## src/rtl/aaiPkg.sv

```systemverilog
package aaiPkg;

  localparam logic [7:0] OP_AAI_WORD = 8'hAD;
  localparam logic [7:0] OP_WR_DIS   = 8'h04;
  localparam logic [7:0] OP_STAT_RD  = 8'h05;
  localparam logic [7:0] OP_HW_ON    = 8'h70;
  localparam logic [7:0] OP_HW_OFF   = 8'h80;

  // strobes from control to datapath
  typedef struct packed {
    logic contFrame;   // mode active: frames carry no address
    logic issueWrite;  // launch one word write at the current target
  } ctrlStrobe_t;

  // frame and pointer status from datapath to control
  typedef struct packed {
    logic [7:0] opcode;
    logic       atFirst;    // next byte is the opcode
    logic       opOnly;     // exactly one byte in the frame
    logic       entryFull;  // entry frame has both data bytes
    logic       contFull;   // continuation frame has both data bytes
    logic       entryOk;    // start word is unprotected
    logic       lastWord;   // target word reaches the limit
    logic       busy;
  } dpStatus_t;

  function automatic logic opLegal(input logic [7:0] op, input logic hw);
    logic ok;
    ok = (op == OP_AAI_WORD) || (op == OP_WR_DIS);
    if (!hw && op == OP_STAT_RD) ok = 1'b1;
    return ok;
  endfunction

endpackage

```

## src/rtl/aaiDatapath.sv

```systemverilog
module aaiDatapath
  import aaiPkg::*;
#(
  parameter int AW          = 24,
  parameter int PROG_CYCLES = 200
) (
  input  logic              clk,
  input  logic              rstN,
  input  logic              csActive,
  input  logic              byteValid,
  input  logic [7:0]        byteData,
  input  logic              protEn,
  input  logic [AW-1:0]     protBase,
  input  ctrlStrobe_t       ctrl,
  output dpStatus_t         stat,
  output logic              wrReq,
  output logic [AW-1:0]     wrAddr,
  output logic [15:0]       wrData
);

  localparam int ADDR_BYTES = (AW + 7) / 8;
  localparam int CAW        = ADDR_BYTES * 8;
  localparam int ENTRY_LEN  = 1 + ADDR_BYTES + 2;
  localparam int CW         = $clog2(ENTRY_LEN + 1);
  localparam int TW         = $clog2(PROG_CYCLES + 1);
  localparam logic [CW-1:0] CNT_MAX  = '1;
  localparam logic [TW-1:0] TLOAD    = TW'(PROG_CYCLES);
  localparam logic [AW-1:0] ALL_ONES = '1;
  localparam logic [AW-1:0] ONE      = AW'(1);
  localparam logic [AW-1:0] TWO      = AW'(2);

  logic [CW-1:0]  byteCnt;
  logic [7:0]     opcode;
  logic [CAW-1:0] capAddr;
  logic [7:0]     dataLo, dataHi;
  logic [AW-1:0]  wordPtr;
  logic [TW-1:0]  timer;

  logic [AW-1:0]  limitAddr, alignedCap, tgtAddr;
  logic           allProt;

  // byte capture: opcode, address bytes (entry only), data pair
  always_ff @(posedge clk) begin
    if (!rstN) begin
      byteCnt <= '0;
      opcode  <= '0;
      capAddr <= '0;
      dataLo  <= '0;
      dataHi  <= '0;
    end else if (!csActive) begin
      byteCnt <= '0;
    end else if (byteValid) begin
      if (byteCnt != CNT_MAX) byteCnt <= byteCnt + CW'(1);
      if (byteCnt == '0) begin
        opcode <= byteData;
      end else if (!ctrl.contFrame) begin
        if (byteCnt <= CW'(ADDR_BYTES))
          capAddr <= {capAddr[CAW-9:0], byteData};
        else if (byteCnt == CW'(ADDR_BYTES + 1))
          dataLo <= byteData;
        else if (byteCnt == CW'(ADDR_BYTES + 2))
          dataHi <= byteData;
      end else begin
        if (byteCnt == CW'(1))
          dataLo <= byteData;
        else if (byteCnt == CW'(2))
          dataHi <= byteData;
      end
    end
  end

  // protection limit and target word
  always_comb begin
    allProt    = protEn && (protBase == '0);
    limitAddr  = protEn ? (protBase - ONE) : ALL_ONES;
    alignedCap = capAddr[AW-1:0] & ~ONE;
    tgtAddr    = ctrl.contFrame ? wordPtr : alignedCap;
  end

  always_comb begin
    stat.opcode    = opcode;
    stat.atFirst   = (byteCnt == '0);
    stat.opOnly    = (byteCnt == CW'(1));
    stat.entryFull = (byteCnt >= CW'(ENTRY_LEN));
    stat.contFull  = (byteCnt >= CW'(3));
    stat.entryOk   = !allProt && ((alignedCap | ONE) <= limitAddr);
    stat.lastWord  = ((tgtAddr | ONE) >= limitAddr);
    stat.busy      = (timer != '0);
  end

  // write launch, pointer advance and program timer
  always_ff @(posedge clk) begin
    if (!rstN) begin
      wrReq   <= 1'b0;
      wrAddr  <= '0;
      wrData  <= '0;
      wordPtr <= '0;
      timer   <= '0;
    end else begin
      wrReq <= ctrl.issueWrite;
      if (ctrl.issueWrite) begin
        wrAddr  <= tgtAddr;
        wrData  <= {dataHi, dataLo};
        wordPtr <= tgtAddr + TWO;
        timer   <= TLOAD;
      end else if (timer != '0) begin
        timer <= timer - TW'(1);
      end
    end
  end

  AST_WRITE_EVEN: assert property (@(posedge clk) disable iff (!rstN)
    wrReq |-> !wrAddr[0]);
  AST_WRITE_STARTS_BUSY: assert property (@(posedge clk) disable iff (!rstN)
    wrReq |-> stat.busy);
  AST_PTR_HOLD_IDLE: assert property (@(posedge clk) disable iff (!rstN)
    !ctrl.issueWrite |=> $stable(wordPtr));

endmodule

```

## src/rtl/aaiControl.sv

```systemverilog
module aaiControl
  import aaiPkg::*;
(
  input  logic        clk,
  input  logic        rstN,
  input  logic        csActive,
  input  logic        byteValid,
  input  logic [7:0]  byteData,
  input  logic        welIn,
  input  dpStatus_t   stat,
  output ctrlStrobe_t ctrl,
  output logic        aaiActive,
  output logic        hwMode,
  output logic        welClr,
  output logic        opReject
);

  logic csPrev;
  logic frameEnd;
  logic issue;
  logic aaiNext, hwNext, welClrNext;

  assign frameEnd = csPrev && !csActive;

  always_comb begin
    issue      = 1'b0;
    aaiNext    = aaiActive;
    hwNext     = hwMode;
    welClrNext = 1'b0;
    if (frameEnd) begin
      unique case (stat.opcode)
        OP_AAI_WORD: begin
          if (!stat.busy) begin
            if (!aaiActive)
              issue = welIn && stat.entryFull && stat.entryOk;
            else
              issue = stat.contFull;
          end
          if (issue) begin
            aaiNext    = !stat.lastWord;
            welClrNext = stat.lastWord;
          end
        end
        OP_WR_DIS: begin
          if (stat.opOnly) begin
            aaiNext    = 1'b0;
            welClrNext = 1'b1;
          end
        end
        OP_HW_ON:  if (stat.opOnly && !aaiActive) hwNext = 1'b1;
        OP_HW_OFF: if (stat.opOnly && !aaiActive) hwNext = 1'b0;
        default: ;
      endcase
    end
  end

  assign ctrl.contFrame  = aaiActive;
  assign ctrl.issueWrite = issue;

  always_ff @(posedge clk) begin
    if (!rstN) begin
      csPrev    <= 1'b0;
      aaiActive <= 1'b0;
      hwMode    <= 1'b0;
      welClr    <= 1'b0;
      opReject  <= 1'b0;
    end else begin
      csPrev    <= csActive;
      aaiActive <= aaiNext;
      hwMode    <= hwNext;
      welClr    <= welClrNext;
      opReject  <= byteValid && csActive && stat.atFirst && aaiActive
                   && !opLegal(byteData, hwMode);
    end
  end

  AST_ENTRY_NEEDS_WEL: assert property (@(posedge clk) disable iff (!rstN)
    $rose(aaiActive) |-> $past(welIn));
  AST_EXIT_CLEARS_WEL: assert property (@(posedge clk) disable iff (!rstN)
    $fell(aaiActive) |-> welClr);
  AST_HW_FROZEN: assert property (@(posedge clk) disable iff (!rstN)
    aaiActive |=> hwMode == $past(hwMode));
  AST_NO_WRITE_BUSY: assert property (@(posedge clk) disable iff (!rstN)
    ctrl.issueWrite |-> !stat.busy);

endmodule

```

## src/rtl/aaiSeq.sv

```systemverilog
module aaiSeq
  import aaiPkg::*;
#(
  parameter int AW          = 24,
  parameter int PROG_CYCLES = 200
) (
  input  logic          clk,
  input  logic          rstN,
  input  logic          csActive,
  input  logic          byteValid,
  input  logic [7:0]    byteData,
  input  logic          welIn,
  input  logic          protEn,
  input  logic [AW-1:0] protBase,
  output logic          wrReq,
  output logic [AW-1:0] wrAddr,
  output logic [15:0]   wrData,
  output logic          busy,
  output logic          aaiActive,
  output logic          hwMode,
  output logic          welClr,
  output logic          opReject,
  output logic          soOe,
  output logic          soValue
);

  ctrlStrobe_t ctrl;
  dpStatus_t   stat;

  aaiDatapath #(.AW(AW), .PROG_CYCLES(PROG_CYCLES)) i_dp (
    .clk(clk), .rstN(rstN), .csActive(csActive), .byteValid(byteValid),
    .byteData(byteData), .protEn(protEn), .protBase(protBase),
    .ctrl(ctrl), .stat(stat), .wrReq(wrReq), .wrAddr(wrAddr), .wrData(wrData)
  );

  aaiControl i_ctl (
    .clk(clk), .rstN(rstN), .csActive(csActive), .byteValid(byteValid),
    .byteData(byteData), .welIn(welIn), .stat(stat), .ctrl(ctrl),
    .aaiActive(aaiActive), .hwMode(hwMode), .welClr(welClr),
    .opReject(opReject)
  );

  assign busy    = stat.busy;
  assign soOe    = csActive && hwMode && aaiActive;
  assign soValue = !stat.busy;

  AST_SO_QUIET_IDLE: assert property (@(posedge clk) disable iff (!rstN)
    !aaiActive |-> !soOe);

endmodule

```

## config.mk

```make
export PLATFORM = sky130hd
export DESIGN_NAME = aaiSeq
export DESIGN_NICKNAME = d
export VERILOG_FILES = /design/src/rtl/aaiPkg.sv /design/src/rtl/aaiDatapath.sv /design/src/rtl/aaiControl.sv /design/src/rtl/aaiSeq.sv
export SDC_FILE = /design/constraint.sdc
export NUM_CORES = 1
export LEC_CHECK = 0
export BUFFER_PORTS_ARGS = -buffer_cell sky130_fd_sc_hd__buf_2
export CAP_MARGIN = 20
export CORE_MARGIN = 4
export CORE_UTILIZATION = 53
export CTS_CLUSTER_SIZE = 40
export DETAILED_ROUTE_END_ITERATION = 16
export GPL_TIMING_DRIVEN = 0
export HOLD_SLACK_MARGIN = 0.12
export MAX_ROUTING_LAYER = met4
export PLACE_DENSITY = 0.76
export SLEW_MARGIN = 20
export SYNTH_ARGS = -nofsm -noshare
export SYNTH_HDL_FRONTEND = slang
export SYNTH_SLANG_ARGS = --single-unit
```

## constraint.sdc

```tcl
create_clock -name clk -period 4.8 [get_ports clk]
set_clock_uncertainty 0.05 [all_clocks]
set_input_delay 1.44 -clock clk [delete_from_list [all_inputs] [get_ports clk]]
set_output_delay 1.44 -clock clk [all_outputs]
set_load 0.02 [all_outputs]
```

After elaboration in Yosys (flattened, before gate mapping)
Index checks and enable logic that the tools add are counted.
- output and inout port bits: 48
- flip-flop bits (word level): 129
- logic and storage cells: 119
- input bits: 38
- $lt $le $gt $ge: 5
- equality and inequality tests: 21
- muxes and demuxes: 31
- $add $sub $neg: 4
- reductions and logical operators: 39
- bitwise logic cells: 3
- operators with widths (cell ; number):
    $mux 8 ; 12
    $mux 24 ; 2
    $add 24x2->24 const B ; 1
    $eq 8x3->1 const B ; 3
    $eq 8x8->1 const B ; 3
    $ge 24x24->1 ; 1
    $le 24x24->1 ; 1
    $logic_not 24->1 ; 1
    $sub 24x1->24 const B ; 1
    $mux 1 ; 14
    $ne 2x1->1 const B ; 7
    $logic_and 1x1->1 ; 13
    $reduce_bool 2->1 ; 5
    $eq 8x7->1 const B ; 1
    $reduce_and 4->1 ; 2
    $reduce_and 8->1 ; 1
    $reduce_bool 8->1 ; 1
    $sub 8x1->8 const B ; 1
    $logic_not 1->1 ; 7
    $eq 3x3->1 const B ; 2
    $pmux 1 s2 ; 3
    $reduce_and 2->1 ; 3
    $reduce_and 6->1 ; 1
    $reduce_and 5->1 ; 1
    13 further kinds ; 16

Logic depth before layout (Yosys ltp)
- word-level depth: 12
- mapped depth: 18

Cells and area by module
Synthesis repeated with hierarchy kept, for this count alone.
- cell total of the unflattened synthesis: 849
- area total of the unflattened synthesis: 7345.8 um^2
- by module, submodules not included (module ; cells each ; times used ; sequential area each (um^2) ; area an instance (um^2)):
    aaiDatapath ; 808 ; 1 ; 2442.3 ; 6981.7
    aaiControl ; 39 ; 1 ; 100.1 ; 354.1
    aaiSeq ; 2 ; 1 ; 0.0 ; 10.0

Worst setup path before layout
OpenSTA, ideal clock, no wires.
- path type: input to register
- start: input port protBase[11]
- end: register i_dp.wordPtr[10]
- path buffers: 4
- data required time: 4.622 ns
- slack: -0.373 ns
- stages on the path: 17
- arrival time: 4.995 ns
- cell sequence: or4_1 or3_1 buf_2 or2_1 clkbuf_1 or3_1 and3_1 ha_1 a21oi_1 o21ai_0 a221oi_1 nor3_1 nor4_1 buf_4 buf_6 mux2i_1 nor2_1
- longest elaborated chain between the ends: 11
- elaborated cells on any way between the ends: 14
- classes of those cells: add/sub (1); order compare (1); mux (7); reduce/logical (5)
- ends and longest elaborated chain (element ; line ; source):
    start: declaration ; aaiSeq.sv:14 ; input logic [AW-1:0] protBase,
    $sub 24x1->24 or $logic_not 24->1 (tied branches) ; aaiDatapath.sv:75, aaiDatapath.sv:74 ;
    $mux 24 or $logic_and 1x1->1 (tied branches) ; aaiDatapath.sv:75, aaiDatapath.sv:74 ;
    $le 24x24->1 or $logic_not 1->1 (tied branches) ; aaiDatapath.sv:86 ; stat.entryOk = !allProt && ((alignedCap | ONE) <= limitAddr);
    $logic_and 1x1->1 (*) ; aaiDatapath.sv:86 ;
    $logic_and 1x1->1 (*) ; aaiControl.sv:35 ; issue = welIn && stat.entryFull && stat.entryOk;
    $mux 1 (*) ; aaiControl.sv:34 ; if (!aaiActive)
    $mux 1 (*) ; aaiControl.sv:33 ; if (!stat.busy) begin
    $mux 1 (*) ; aaiControl.sv:31 ; unique case (stat.opcode)
    $mux 1 (*) ; aaiControl.sv:30 ; if (frameEnd) begin
    $mux 1 (*) ; aaiControl.sv:31 ;
    $mux 1 (*) ; aaiControl.sv:30 ;
    end signal: assignment ; aaiDatapath.sv:104 ; wordPtr <= tgtAddr + TWO;
    end: declaration ; aaiDatapath.sv:36 ; logic [AW-1:0] wordPtr;
Mark *: on every way between the ends. The rest lies on a longest branch, timed or not. The select of a mux whose other input is x is not followed.
A chain may end at the register's enable or synchronous reset.

Worst setup path in the final report
- start: input port protBase[10]
- end: register i_dp.wordPtr[7]
The elaborated chain is that of the path after synthesis.

==> run_results.csv <==
group,metric,value,unit
synthesis,yosys-top-cells-count,"127 x dfxtp_1, 108 x nor2_1, 96 x nand2_1",
placed_design,placedCellCount,1114,
finish,antenna_cells,0,
finish,fillers,1082,
status,status,"finished with violations",
placed_design,portBuffers,84,
synthesis,synth.distinct_cells,63,
die,core,0.0134,sq mm
finish,stdcell_count,1164,
timing,fin_crit,5.09,ns
synthesis,synth.avg_cell_area,8.58,sq um
timing,post-route-period-util,106,%
routing,ant_nets,0,
setup_path,cp_slowest_cell,"or4_4",
setup_path,critPathRequiredTime,5.03,ns
timing,postLayoutSetupSlackWorst,-0.289,ns
die,die_area,0.0158,sq mm
setup_path,worst_setup_path_end_kind,"flip-flop",
pwr,p_sw,822,uW
timing,worst_pin_slew,0.956,ns
job,maxCapViolations,0,
pwr,static-leakage-power,0.00378,uW
clock_tree,cts_buffers,17,
clock_tree,cts_root_buf,"clkbuf_16",
worst_hold_path,hp-class,"flip-flop to flip-flop",
synthesis,ys_seq_area_share,34.7,%
synthesis,syn_inst,854,
clock_tree,cts_tree,"yes",
setup_path,worstPathCellList,"buf_8 > or4_4 > or3_4 > or2_4 > or3_1 > and3_4 > ha_4 > a21oi_1 > o21ai_2 > a221oi_2 > nor3_2 > nor4_4 > buf_6 > buf_12 > mux2i_2 > nor2_1",
pwr,p_clk_share,45.2,%
synthesis,synth.area.top_cells,"dfxtp_1 35%, mux2i_1 10%, ha_1 9.4%",
clock_tree,htreeDepth,4,
die,start_util,54.6,%
setup_path,crit_type,"input pin to flip-flop",
timing,setup_tns,-13.22,ns
finish,final_nets,1068,
clock_tree,ctsHoldBuffers,0,
routing,totalWireLength,21600,um
timing,hold_slack,0.406,ns
synthesis,ys_ff_latch,127,
die,die_w,126,um
pwr,ir_drop,0.000290,V
placed_design,placed_area,0.00803,sq mm
routing,vias,6795,
routing,viasPerCell,5.84,
synthesis,async_reset_ff_share,0,%
synthesis,synth_top_area_cell,"dfxtp_1",
routing,dr.first_iter.drc_count,425,
finish,final_area,0.00910,sq mm
status,violations,"setup timing",
finish,final_layout_size_suffix_gt1_share,22.7,%
synthesis,yosys_most_used_dff,"dfxtp_1",
finish,area_growth_syn_to_layout,24.3,%
setup_path,cp_max_fo,8,
routing,wl_per_cell,18.6,um
placed_design,place_congestion,0.889,
setup_path,cpPeakStageDelay,0.52,ns
clock_tree,cts.sinks,127,
synthesis,syn-num-nets,947,
synthesis,ys.warnings.count,0,
placed_design,dpl.hpwl,15000,um
die,core.rowCount,42,
pwr,power_density,303,mW/mm^2
clock_tree,clock_latency,0.42,ns
routing,firstDrtPassIters,5,
timing,rsz0062_at_grt,"yes",
pwr,share_seq_of_total_power,40.8,%
grt,grt_pass1_wl,33900,um
timing,fmax,0.197,GHz
pwr,switching_share,29.8,%
grt,gr-usage-all-layers,27.5,%
clock_tree,clk_pin_slew,0.06,ns
grt,grt_overflow,0,
pwr,p_comb_share,14.0,%
synthesis,synth_edf_count,0,
timing,hold_violations,0,
clock_tree,clockBufferDepth,2,
timing,max_slew_margin,36.1,%
timing,maxSlewViolCount,0,
setup_path,worstPathArrival,5.31,ns
synthesis,synth_most_common_cell,"dfxtp_1",
setup_path,worstSetupStartpointType,"input pin",
pwr,power.internal,1940,uW
routing,drc,0,
die,pin_count,86,
die,die_h,126,um
grt,grt_start_max_net_pins,17,
timing,setup_viol,67,
synthesis,synth_top_area_share,34.7,%
grt,first_global_vias,6567,
grt,antenna_found_initial,0,
pwr,power,2760,uW
synthesis,synth_area,0.00732,sq mm
-- state kept, by name, summed over array words and instances (netlist names), 3 cells and up --
register / flops
i_dp.byteCnt: 3
i_dp.capAddr: 24
i_dp.dataHi: 8
i_dp.dataLo: 8
i_dp.opcode: 8
i_dp.timer: 8
i_dp.wordPtr: 23
i_dp.wrAddr: 23
i_dp.wrData: 16
-- cells in the final DEF (no fill, tap or decap), drive strengths merged, types with 24 or more instances in the layout --
master  synthesis  final
a21oi          54     54
buf            20    123
clkbuf         22     38
dfxtp         127    127
ha             55     55
inv            37     47
mux2i          74     74
nand2          96     96
nand3          24     24
nor2          108    108
xnor2          34     34
-- logic make-up after synthesis --
logic type	share of synthesized area, %
adders and majority gates	9.40
AOI/OAI and AO/OA	13.4
DFF	34.7
other	0.0512
xor gates and xnor gates	4.54
buffers and inverters	4.97
muxes	10.7
and+or+nand+nor	22.2
-- stage by stage --
step           utilization (%)  worst slack, ns
2_1_floorplan                -           -0.282
3_3_place_gp              59.9            -1.08
3_5_place_dp              59.9            -1.12
4_1_cts                   67.6           -0.174
5_1_grt                   67.9           -0.381
6_report                  67.9           -0.289
-- layout make-up --
cell class	count	area, sq um	share of cell area [%]
multi-input cells	648	4650	51.1
plain buffers	37	256	2.82
inverters	37	139	1.53
clock inverters	15	145	1.59
repair buffers	107	723	7.95
well taps	176	220	2.42
flip-flops and latches	127	2540	27.9
clock buffers	17	425	4.67
-- path summary, 6_finish.rpt --
kind,startpoint,to,slack [ns],depth (start not counted)
worst max-delay path,protBase[10],i_dp.wordPtr[7],-0.29,16
worst min-delay path,i_dp.capAddr[0],i_dp.capAddr[8],0.41,2
worst max register to register,i_ctl.aaiActive,i_dp.wordPtr[21],-0.03,16
worst min register to register,i_dp.capAddr[0],i_dp.capAddr[8],0.41,2
-- critical path: cells and delay by family --
family | cells | cell delay, ns
AND/OR/NAND/NOR | 8 | 2.27
AO/OA/AOI/OAI | 3 | 0.62
buffers and inverters | 3 | 0.51
multiplexers | 1 | 0.24
adder cells (fa/ha/maj) | 1 | 0.21
-- metal layers --
| layer | GRT usage [%] | routed length (um) | up-vias |
|---|---|---|---|
| met5 | - | 0 | - |
| met4 | 10.7 | 790 | 0 |
| met3 | 4.73 | 1270 | 60 |
| met2 | 45.5 | 10500 | 269 |
| met1 | 33.6 | 9060 | 3200 |
| li1 | - | - | 3266 |
-- power groups by stage --
stage	registers (uW)	clock network, uW	logic (uW)
after floorplan	1140	0	259
after global placement	1150	0	350
after detailed placement	1150	0	358
after CTS	1120	1240	379
after global routing	1130	1300	426
final	1120	1250	387
-- timing repair --
item / 4_1_cts / 5_1_grt
resized for setup: 47 / 17
setup endpoints to repair: 68 / 70
setup buffers: 18 / 3
pin swaps: 20 / 16
gates cloned: 5 / 1
No activity file was read; power rests on OpenSTA's default activity.
